--- config.mk ---
export PLATFORM = sky130hd
export DESIGN_NAME = flash_rd_dma
export DESIGN_NICKNAME = d
export VERILOG_FILES = /design/src/rtl/flash_rd_dma_pkg.sv /design/src/rtl/fdma_regs.sv /design/src/rtl/fdma_packer.sv /design/src/rtl/fdma_engine.sv /design/src/rtl/flash_rd_dma.sv
export SDC_FILE = /design/constraint.sdc
export NUM_CORES = 1
export LEC_CHECK = 0
export ABC_AREA = 0
export BUFFER_PORTS_ARGS = -buffer_cell sky130_fd_sc_hd__buf_2
export CELL_PAD_IN_SITES_DETAIL_PLACEMENT = 1
export CELL_PAD_IN_SITES_GLOBAL_PLACEMENT = 2
export CORE_MARGIN = 2
export CORE_UTILIZATION = 31
export CTS_CLUSTER_DIAMETER = 50
export CTS_CLUSTER_SIZE = 40
export DETAILED_ROUTE_END_ITERATION = 7
export HOLD_SLACK_MARGIN = 0.05
export PLACE_DENSITY_LB_ADDON = 0.1
export SYNTH_ARGS = -nofsm -noshare
export SYNTH_HDL_FRONTEND = slang
export SYNTH_SLANG_ARGS = --single-unit
--- constraint.sdc ---
create_clock -name clk -period 3.15 [get_ports clk]
set_input_delay 0.315 -clock clk [delete_from_list [all_inputs] [get_ports clk]]
set_output_delay 0.315 -clock clk [all_outputs]
set_load 0.02 [all_outputs]
--- src/rtl/flash_rd_dma_pkg.sv ---
package flash_rd_dma_pkg;

  typedef enum logic [2:0] {
    ST_IDLE  = 3'd0,
    ST_REQ   = 3'd1,
    ST_RECV  = 3'd2,
    ST_WRITE = 3'd3,
    ST_FIN   = 3'd4
  } eng_state_t;

  localparam logic [2:0] RA_CTRL  = 3'd0;
  localparam logic [2:0] RA_FSRC  = 3'd1;
  localparam logic [2:0] RA_DLO   = 3'd2;
  localparam logic [2:0] RA_DHI   = 3'd3;
  localparam logic [2:0] RA_ELO   = 3'd4;
  localparam logic [2:0] RA_EHI   = 3'd5;
  localparam logic [2:0] RA_ISTAT = 3'd6;
  localparam logic [2:0] RA_IEN   = 3'd7;

endpackage

--- src/rtl/fdma_regs.sv ---
module fdma_regs
  import flash_rd_dma_pkg::*;
#(
  parameter int unsigned ADDR_W   = 36,
  parameter int unsigned FADDR_W  = 32,
  parameter int unsigned IRQ_W    = 8,
  parameter int unsigned DONE_BIT = 7
) (
  input  logic               clk,
  input  logic               rst,
  input  logic               wr_en,
  input  logic               rd_en,
  input  logic [2:0]         addr,
  input  logic [31:0]        wdata,
  output logic [31:0]        rdata,
  input  logic               busy,
  input  logic               done_evt,
  output logic               start_o,
  output logic [FADDR_W-1:0] fsrc_o,
  output logic [ADDR_W-1:0]  dst_o,
  output logic [ADDR_W-1:0]  end_o,
  output logic [IRQ_W-1:0]   stat_o,
  output logic [IRQ_W-1:0]   en_o,
  output logic               irq_o
);

  localparam logic [31:0] HI_MASK = (ADDR_W > 32) ?
    32'((64'd1 << (ADDR_W - 32)) - 64'd1) : 32'd0;
  localparam logic [IRQ_W-1:0] DONE_MASK =
    {{(IRQ_W-1){1'b0}}, 1'b1} << DONE_BIT;

  logic [FADDR_W-1:0] fsrc_q;
  logic [31:0]        dlo_q, dhi_q, elo_q, ehi_q;
  logic [IRQ_W-1:0]   stat_q, en_q, clr_mask, set_mask;
  logic               irq_q;
  logic [31:0]        rdata_q, rd_mux;

  assign start_o = wr_en && (addr == RA_CTRL) && wdata[0] && !busy;
  assign clr_mask = (wr_en && addr == RA_ISTAT) ? wdata[IRQ_W-1:0] : '0;
  assign set_mask = done_evt ? DONE_MASK : '0;

  always_comb begin
    case (addr)
      RA_CTRL:  rd_mux = {31'd0, busy};
      RA_FSRC:  rd_mux = 32'(fsrc_q);
      RA_DLO:   rd_mux = dlo_q;
      RA_DHI:   rd_mux = dhi_q;
      RA_ELO:   rd_mux = elo_q;
      RA_EHI:   rd_mux = ehi_q;
      RA_ISTAT: rd_mux = 32'(stat_q);
      default:  rd_mux = 32'(en_q);
    endcase
  end

  always_ff @(posedge clk) begin
    if (rst) begin
      fsrc_q  <= '0;
      dlo_q   <= '0;
      dhi_q   <= '0;
      elo_q   <= '0;
      ehi_q   <= '0;
      en_q    <= '0;
      stat_q  <= '0;
      irq_q   <= 1'b0;
      rdata_q <= '0;
    end else begin
      if (wr_en) begin
        case (addr)
          RA_FSRC: fsrc_q <= wdata[FADDR_W-1:0];
          RA_DLO:  dlo_q  <= wdata;
          RA_DHI:  dhi_q  <= wdata & HI_MASK;
          RA_ELO:  elo_q  <= wdata;
          RA_EHI:  ehi_q  <= wdata & HI_MASK;
          RA_IEN:  en_q   <= wdata[IRQ_W-1:0];
          default: ;
        endcase
      end
      stat_q <= (stat_q & ~clr_mask) | set_mask;
      irq_q  <= |(stat_q & en_q);
      if (rd_en) rdata_q <= rd_mux;
    end
  end

  assign fsrc_o = fsrc_q;
  assign dst_o  = ADDR_W'({dhi_q, dlo_q});
  assign end_o  = ADDR_W'({ehi_q, elo_q});
  assign stat_o = stat_q;
  assign en_o   = en_q;
  assign irq_o  = irq_q;
  assign rdata  = rdata_q;

endmodule

--- src/rtl/fdma_packer.sv ---
module fdma_packer #(
  parameter int unsigned BEAT_BYTES = 16
) (
  input  logic                    clk,
  input  logic                    rst,
  input  logic                    en,
  input  logic                    clr,
  input  logic                    in_valid,
  input  logic [7:0]              in_byte,
  output logic                    full_o,
  output logic [BEAT_BYTES*8-1:0] data_o
);

  localparam int unsigned IDX_W = $clog2(BEAT_BYTES);

  logic [IDX_W-1:0] cnt_q;
  logic             full_q;
  logic             take;

  assign take = en && in_valid && !full_q;

  always_ff @(posedge clk) begin
    if (rst || clr) begin
      cnt_q  <= '0;
      full_q <= 1'b0;
    end else if (take) begin
      if (cnt_q == IDX_W'(BEAT_BYTES - 1)) begin
        cnt_q  <= '0;
        full_q <= 1'b1;
      end else begin
        cnt_q <= cnt_q + 1'b1;
      end
    end
  end

  for (genvar g = 0; g < BEAT_BYTES; g++) begin : g_lane
    logic [7:0] lane_q;
    always_ff @(posedge clk) begin
      if (take && cnt_q == IDX_W'(g)) lane_q <= in_byte;
    end
    assign data_o[g*8 +: 8] = lane_q;
  end

  assign full_o = full_q;

endmodule

--- src/rtl/fdma_engine.sv ---
module fdma_engine
  import flash_rd_dma_pkg::*;
#(
  parameter int unsigned ADDR_W     = 36,
  parameter int unsigned FADDR_W    = 32,
  parameter int unsigned BEAT_BYTES = 16
) (
  input  logic                    clk,
  input  logic                    rst,
  input  logic                    start,
  input  logic [FADDR_W-1:0]      fsrc_in,
  input  logic [ADDR_W-1:0]       dst_in,
  input  logic [ADDR_W-1:0]       end_in,
  output logic                    busy_o,
  output logic                    done_o,
  output logic                    req_valid_o,
  input  logic                    req_ready_i,
  output logic [FADDR_W-1:0]      req_addr_o,
  output logic                    pk_en_o,
  output logic                    pk_clr_o,
  input  logic                    pk_full_i,
  input  logic [BEAT_BYTES*8-1:0] pk_data_i,
  output logic                    mw_valid_o,
  input  logic                    mw_ready_i,
  output logic [ADDR_W-1:0]       mw_addr_o,
  output logic [BEAT_BYTES*8-1:0] mw_data_o
);

  localparam logic [ADDR_W-1:0]  D_LOW  = ADDR_W'(BEAT_BYTES - 1);
  localparam logic [FADDR_W-1:0] F_LOW  = FADDR_W'(BEAT_BYTES - 1);
  localparam logic [ADDR_W-1:0]  D_STEP = ADDR_W'(BEAT_BYTES);
  localparam logic [FADDR_W-1:0] F_STEP = FADDR_W'(BEAT_BYTES);

  eng_state_t        state_q;
  logic [FADDR_W-1:0] src_q;
  logic [ADDR_W-1:0]  dst_q, end_q, dst_nx, dst_al, end_al;

  assign dst_al = dst_in & ~D_LOW;
  assign end_al = end_in & ~D_LOW;
  assign dst_nx = dst_q + D_STEP;

  always_ff @(posedge clk) begin
    if (rst) begin
      state_q <= ST_IDLE;
      src_q   <= '0;
      dst_q   <= '0;
      end_q   <= '0;
    end else begin
      case (state_q)
        ST_IDLE: if (start) begin
          src_q   <= fsrc_in & ~F_LOW;
          dst_q   <= dst_al;
          end_q   <= end_al;
          state_q <= (end_al > dst_al) ? ST_REQ : ST_FIN;
        end
        ST_REQ:  if (req_ready_i) state_q <= ST_RECV;
        ST_RECV: if (pk_full_i) state_q <= ST_WRITE;
        ST_WRITE: if (mw_ready_i) begin
          dst_q   <= dst_nx;
          src_q   <= src_q + F_STEP;
          state_q <= (dst_nx >= end_q) ? ST_FIN : ST_REQ;
        end
        default: state_q <= ST_IDLE;
      endcase
    end
  end

  assign busy_o      = (state_q != ST_IDLE);
  assign done_o      = (state_q == ST_FIN);
  assign req_valid_o = (state_q == ST_REQ);
  assign req_addr_o  = src_q;
  assign pk_en_o     = (state_q == ST_RECV);
  assign pk_clr_o    = (state_q == ST_WRITE) && mw_ready_i;
  assign mw_valid_o  = (state_q == ST_WRITE);
  assign mw_addr_o   = dst_q;
  assign mw_data_o   = pk_data_i;

endmodule

--- src/rtl/flash_rd_dma.sv ---
module flash_rd_dma #(
  parameter int unsigned ADDR_W     = 36,
  parameter int unsigned FADDR_W    = 32,
  parameter int unsigned BEAT_BYTES = 16,
  parameter int unsigned IRQ_W      = 8,
  parameter int unsigned DONE_BIT   = 7
) (
  input  logic                    clk,
  input  logic                    rst,
  input  logic                    reg_wr_en,
  input  logic                    reg_rd_en,
  input  logic [2:0]              reg_addr,
  input  logic [31:0]             reg_wdata,
  output logic [31:0]             reg_rdata,
  output logic                    frm_req_valid,
  input  logic                    frm_req_ready,
  output logic [FADDR_W-1:0]      frm_req_addr,
  input  logic                    sb_valid,
  input  logic [7:0]              sb_byte,
  output logic                    mw_valid,
  input  logic                    mw_ready,
  output logic [ADDR_W-1:0]       mw_addr,
  output logic [BEAT_BYTES*8-1:0] mw_data,
  output logic                    irq
);

  logic                    eng_busy, eng_done, go;
  logic [FADDR_W-1:0]      cfg_fsrc;
  logic [ADDR_W-1:0]       cfg_dst, cfg_end;
  logic [IRQ_W-1:0]        irq_stat, irq_en;
  logic                    pk_en, pk_clr, pk_full;
  logic [BEAT_BYTES*8-1:0] pk_data;

  fdma_regs #(
    .ADDR_W(ADDR_W), .FADDR_W(FADDR_W), .IRQ_W(IRQ_W), .DONE_BIT(DONE_BIT)
  ) regs_i (
    .clk(clk), .rst(rst), .wr_en(reg_wr_en), .rd_en(reg_rd_en),
    .addr(reg_addr), .wdata(reg_wdata), .rdata(reg_rdata),
    .busy(eng_busy), .done_evt(eng_done), .start_o(go),
    .fsrc_o(cfg_fsrc), .dst_o(cfg_dst), .end_o(cfg_end),
    .stat_o(irq_stat), .en_o(irq_en), .irq_o(irq)
  );

  fdma_packer #(.BEAT_BYTES(BEAT_BYTES)) pack_i (
    .clk(clk), .rst(rst), .en(pk_en), .clr(pk_clr),
    .in_valid(sb_valid), .in_byte(sb_byte),
    .full_o(pk_full), .data_o(pk_data)
  );

  fdma_engine #(
    .ADDR_W(ADDR_W), .FADDR_W(FADDR_W), .BEAT_BYTES(BEAT_BYTES)
  ) eng_i (
    .clk(clk), .rst(rst), .start(go),
    .fsrc_in(cfg_fsrc), .dst_in(cfg_dst), .end_in(cfg_end),
    .busy_o(eng_busy), .done_o(eng_done),
    .req_valid_o(frm_req_valid), .req_ready_i(frm_req_ready),
    .req_addr_o(frm_req_addr),
    .pk_en_o(pk_en), .pk_clr_o(pk_clr), .pk_full_i(pk_full),
    .pk_data_i(pk_data),
    .mw_valid_o(mw_valid), .mw_ready_i(mw_ready),
    .mw_addr_o(mw_addr), .mw_data_o(mw_data)
  );

endmodule

== Word level (Yosys, flattened, before mapping) ==
Index checks and enable logic that the tools add are counted.
Word-level totals
  register bits after elaboration: 389
  bits in latches: 0
  RAM bits: 0
  memory bits (read-only): 0
  input bits: 50
  output and inout port bits: 231
  word-level logic and storage cells: 129
  memories: 0
Operators by class
  $add $sub $neg: 3
  multiply operators: 0
  div/mod/pow operators: 0
  order comparisons: 2
  equal/unequal tests: 30
  shifts and indexed selects: 0
  multiplexer cells: 17
  bitwise operators: 4
  reductions and logical operators: 42
Operators with widths (count)
  $pmux W32 S7: 1
  $mux W36: 2
  $pmux W36 S2: 1
  $mux W32: 2
  $pmux W32 S2: 1
  $add A36 B5 Y36 const B: 1
  $ge A36 B36 Y1: 1
  $gt A36 B36 Y1: 1
  $add A32 B5 Y32 const B: 1
  $eq A4 B4 Y1 const B: 8
  $logic_and A1 B1 Y1: 23
  $mux W3: 6
  $and A8 B8 Y8: 2
  $eq A4 B3 Y1 const B: 4
  $mux W8: 2
  $reduce_and A2 Y1: 8
  $eq A3 B3 Y1 const B: 5
  $eq A3 B2 Y1 const B: 4
  $pmux W3 S4: 1
  $eq A4 B2 Y1 const B: 2
  $not A8 Y8: 1
  $or A8 B8 Y8: 1
  $reduce_or A8 Y1: 1
  $eq A3 B1 Y1 const B: 2
  13 further kinds: 17

== Longest topological paths before layout ==
  depth after elaboration: 6
  gate-level depth with buffers: 14
  mapped depth without buffers: 13

== Modules after synthesis ==
From an unflattened synthesis, not the netlist that was laid out.
Second synthesis, totals
  cells, all modules: 2022
  area, all modules: 18343.8 µm²
By module, submodules not included
  fdma_engine: times used 1, cells each 1089, area an instance 7911.3 µm², seq. area each 1901.8 µm²
  fdma_regs: times used 1, cells each 752, area an instance 6204.7 µm², seq. area each 3062.9 µm²
  fdma_packer: times used 1, cells each 181, area an instance 4227.8 µm², seq. area each 3943.8 µm²

== Least setup slack after synthesis ==
No wires, ideal clock.
  path kind: register -> register
  from: register eng_i.dst_q[4] (netlist: eng_i.mw_addr_o[4])
  to: register eng_i.state_q[2]
  data arrival time: 3.183 ns
  data required time: 3.036 ns
  path slack: -0.147 ns
  stages on the path, launching flop included: 14
  clock period less this slack: 3.297 ns
  cells stage by stage: dfxtp_1 > ha_1 > nand2_1 > or4_4 > buf_6 > nor4_4 > xor2_1 > ha_1 > a21oi_1 > nand2_1 > a221o_1 > a41oi_1 > a2bb2oi_1 > a21o_1
On the way
  cells in the longest elaborated chain, start to end: 5
Ends and longest elaborated chain
  start: declaration: line fdma_engine.sv:36  | logic [ADDR_W-1:0] dst_q, end_q, dst_nx, dst_al, end_al;
  start signal: assignment: line fdma_engine.sv:52  | dst_q <= dst_al;
  start signal: assignment: line fdma_engine.sv:59  | dst_q <= dst_nx;
  $add A36 B5 Y36: line fdma_engine.sv:40  | assign dst_nx = dst_q + D_STEP;
  $ge A36 B36 Y1: line fdma_engine.sv:61  | state_q <= (dst_nx >= end_q) ? ST_FIN : ST_REQ;
  $mux W3: line fdma_engine.sv:61
  $mux W3: line fdma_engine.sv:58  | ST_WRITE: if (mw_ready_i) begin
  $pmux W3 S4: line fdma_engine.sv:49  | case (state_q)
  end signal: assignment: line fdma_engine.sv:54  | state_q <= (end_al > dst_al) ? ST_REQ : ST_FIN;
  end signal: assignment: line fdma_engine.sv:61
  end: declaration: line fdma_engine.sv:34  | eng_state_t state_q;
Every way passes these cells. The select of a mux whose other input is x is not followed.
A chain may end at the register's enable or synchronous reset.

== Worst setup path in the final report ==
Same ends and word-level chain as after synthesis.

==> impl_metrics.py <==
metrics = {
    "outcome": {
        "outcome": "finished, final reports clean",
    },
    "grt": {
        "grt_pass1_vias": 15700,
        "grt_overflow_total": 0,
        "grt_pass1_wl_um": 100000,
        "grt_start_max_net_pins": 91,
        "antenna_found_initial": 0,
        "grt_use_total_pct": 23.0,
    },
    "power_and_ir_drop": {
        "power_density_nw_per_um2": 543,
        "p_leak_nw": 8.64,
        "ir_drop_mv": 0.322,
    },
    "logic_synthesis": {
        "syn_avg_cell_area_um2": 9.01,
        "seq_area_frac_synth_pct": 51.2,
        "synthFlopType": "dfxtp_1",
        "synth_top_area_share_pct": 29.1,
        "synthesis.instances": 1930,
        "synth_seq_cells": 381,
        "synth_warnings": 0,
        "yosys.area.top_type": "dfxtp_1",
        "synth_cell_types": 70,
        "async_flop_share_pct": 0,
        "synth-edff-count": 128,
        "synth.area.top_cells": "dfxtp_1 29%, edfxtp_1 22%, nand2_1 9.0%",
        "syn-cell-area_um2": 17400,
    },
    "critical_path": {
        "critPathLaunch": "eng_i.mw_addr_o[4]",
        "regToRegSetupSlack_ps": 90,
        "cp.arrival_ps": 3570,
        "crit_buf_inv": 1,
        "critical_path_required_ps": 3660,
        "worstReg2RegEnd": "eng_i.state_q[2]",
        "rr_worst_depth": 12,
        "crit_top_cell": "nand2_1",
        "crit_cells": 12,
        "critical_path.max_stage_delay_ps": 620,
        "cpMaxStageDelayCell": "or4_4",
        "cpLargestDelayFamily": "simple AND/OR/NAND/NOR gates",
        "crit_path_max_fanout": 7,
        "cp_cell_sequence": "ha_2 > nand2_1 > or4_4 > nor4_4 > xor2_1 > ha_1 > a21oi_1 > nand2_1 > a221o_1 > buf_4 > a2bb2oi_2 > a21o_1",
        "reg2reg_from": "eng_i.mw_addr_o[4]",
        "start_kind": "register",
        "path_class": "register to register",
        "endpoint_kind": "register",
        "cp-endpoint": "eng_i.state_q[2]",
    },
    "sta": {
        "clock.fmax_mhz": 327,
        "period_share_pct": 97.1,
        "fin_skew_ps": 36.5,
        "min_period_ps": 3060,
        "fin_setup_tns_ps": 0,
        "slew_viol_final": 0,
        "holdWs_ps": 128,
        "rsz0062_at_grt": "true",
        "slew_headroom_pct": 35.4,
        "finalHoldViolations": 0,
        "worst_pin_slew_ps": 969,
        "finalSetupViolCount": 0,
    },
    "floorplan": {
        "die_h_um": 241,
        "die_x_um": 241,
        "core_area_um2": 55300,
        "num_rows": 86,
        "ios": 281,
        "die-area_um2": 58000,
        "start_util_pct": 31.4,
    },
    "detailed_routing": {
        "vias": 15600,
        "route.detailed.drc": 0,
        "wl_met2_um": 33600,
        "dr.pass1.iters": 5,
        "wirelength_um": 67900,
        "post_drt_wl_per_cell_um": 22.2,
        "viasPerCell": 5.10,
        "wl_met3_um": 2870,
        "drt-initial-drc-count": 754,
        "m1WireLength_um": 29400,
        "maxUsedRoutingLayer": "met4",
        "drtAntennaViolNets": 0,
    },
    "placed_design": {
        "hpwl_um": 49700,
        "gp_congestion": 0.855,
        "numPortBuffers": 272,
    },
    "layout": {
        "seq_area_um2": 8910,
        "antennaDiodeCount": 0,
        "nets": 2387,
        "fillers": 6474,
        "multiInputGateArea_um2": 7700,
        "areaGrowthSynthToFinish_pct": 28.1,
        "drive_above_1_share_pct": 22.2,
    },
    "clocking": {
        "cts_buffers": 51,
        "root_buffer": "clkbuf_16",
        "clockBufferDepth": 3,
        "cts_tree": "built",
        "cts.sinks": 381,
        "htreeDepth": 2,
        "cts.clk_slew.worst_paths_ps": 80,
        "worstSkewPairLatency_ps": 610,
    },
    "job": {
        "maxCapViolCount": 0,
    },
    "hold_path": {
        "hp-class": "input pin to register",
    },
}
==> metrics by stage <==
stage | setup slack [ps] | util (%) | instance area (um^2) | std cells | total power [mW]
after detailed placement | -43.8 | 36.3 | 20100 | 2929 | 5.91
final | 92.7 | 40.3 | 22300 | 3058 | 12.1
after floorplan | 17.4 | - | 17400 | 1937 | 5.61
after CTS | 29.0 | 40.2 | 22300 | 3057 | 12.2
after global routing | -61.8 | 40.3 | 22300 | 3058 | 12.5
after global placement | 9.54 | 36.3 | 20100 | 2929 | 5.90
==> metal layers <==
metal	up-vias	global-route usage, %
li1	7420	-
met1	7790	28.6
met2	309	40.4
met3	86	3.71
met4	0	7.59
met5	-	0
==> kinds of logic (layout without fill, tap and decap cells) <==
family,after synthesis,after routing,synth area share (%)
AND/OR/NAND/NOR,739,739,19.1
other,1,8,0.0216
flip-flops,381,381,51.2
XOR/XNOR,33,33,1.66
multiplexers,33,33,2.12
buffers and inverters,213,586,5.02
adder cells (fa/ha/maj),70,70,5.04
AO/OA/AOI/OAI,460,460,15.8
==> how the worst min path moves through the flow <==
stage / startpoint / depth (start not counted) / slack [ps] / endpoint
4_1_cts: sb_byte[1] / 1 / 90 / pack_i.g_lane[12].lane_q[1]
6_report: mw_ready / 3 / 130 / pack_i.cnt_q[1]
3_5_place_dp: regs_i.elo_q[3] / 2 / 450 / regs_i.elo_q[3]
2_1_floorplan: reg_wdata[0] / 1 / 400 / regs_i.stat_o[0]
5_1_grt: sb_byte[1] / 1 / 110 / pack_i.g_lane[12].lane_q[1]
3_3_place_gp: regs_i.elo_q[3] / 2 / 440 / regs_i.elo_q[3]
==> flip-flops by register name, summed over array words and instances, names as in the netlist <==
register and flops:
eng_i.mw_addr_o 32, regs_i.dhi_q 4, regs_i.irq_o 1, regs_i.elo_q 32, regs_i.en_o 8, pack_i.full_o 1
regs_i.stat_o 8, regs_i.ehi_q 4, eng_i.end_q 32, regs_i.dlo_q 32, pack_i.cnt_q 4, regs_i.fsrc_o 32
eng_i.req_addr_o 28, regs_i.rdata 32, pack_i.g_lane.lane_q 128, eng_i.state_q 3
==> worst register-to-register path: stages, from the launching register on <==
cell and delay (ps):
dfxtp_4 340, ha_2 180, nand2_1 80, or4_4 620, nor4_4 230, xor2_1 200, ha_1 280, a21oi_1 150
nand2_1 60, a221o_1 320, buf_4 150, a2bb2oi_2 170, a21o_1 180
==> timing repair <==
| item | CTS | global route |
|---|---|---|
| resized for setup | 2 | 4 |
| setup buffers | 0 | 1 |
| pin swaps | 4 | 3 |
| endpoints found under the setup margin | 2 | 2 |
| hold buffers | 32 | 0 |
| endpoints found under the hold margin | 109 | 0 |
==> cell usage in the layout (no fill, tap or decap), drive strengths merged, types with 10 or more instances in the layout <==
master       instances
a21oi              233
a22oi               47
nand3               30
xnor2               19
nor4                14
xor2                14
o211ai              32
inv                 96
nor3                29
edfxtp             128
dlygate4sd3         32
nor2               147
and3                10
nand2b              17
nand2              418
ha                  70
o21ai               74
nand4               24
buf                379
and4                12
mux2i               29
clkbuf              57
dfxtp              253
==> power by group <==
part	switching (mW)	total (mW)	leakage, nW	internal [mW]
sequential	0.0537	5.18	3.20	5.13
combinational	0.441	0.651	4.55	0.210
clock	2.56	6.26	0.887	3.70
total	3.06	12.1	8.64	9.03
==> layout make-up <==
class / count / area share (%)
sequential: 381 / 40.0
clock buffer: 56 / 6.04
inverter: 78 / 1.31
multi-input combinational: 1343 / 34.6
clock inverter: 40 / 2.25
timing repair buffer: 412 / 11.6
tap: 748 / 4.20
==> cell usage after synthesis (3+ instances only) <==
master / number
or3_1: 5
nand2_1: 418
nor3_1: 29
a31oi_1: 5
o41ai_1: 6
ha_1: 70
o211ai_1: 32
nand2b_1: 17
nor3b_1: 3
xnor2_1: 19
dfxtp_1: 253
a21oi_1: 233
nor2_1: 146
a221oi_1: 5
xor2_1: 14
clkbuf_1: 96
nor4_1: 7
a32o_1: 3
nand3b_1: 9
a311oi_1: 3
a2111oi_0: 4
and4_1: 12
edfxtp_1: 128
mux2i_1: 29
a211oi_1: 8
buf_4: 10
nor2b_1: 7
inv_1: 78
o21ai_1: 4
nor4_2: 3
nor4_4: 4
a22oi_1: 47
o21ai_0: 70
buf_2: 22
nand3_1: 29
mux4_2: 3
o32ai_1: 4
buf_1: 5
a22o_1: 3
a21o_1: 9
o31ai_1: 8
nand4_1: 22
and2_1: 6
and3_1: 9
Note: power is estimated with default switching activity, not from simulation.
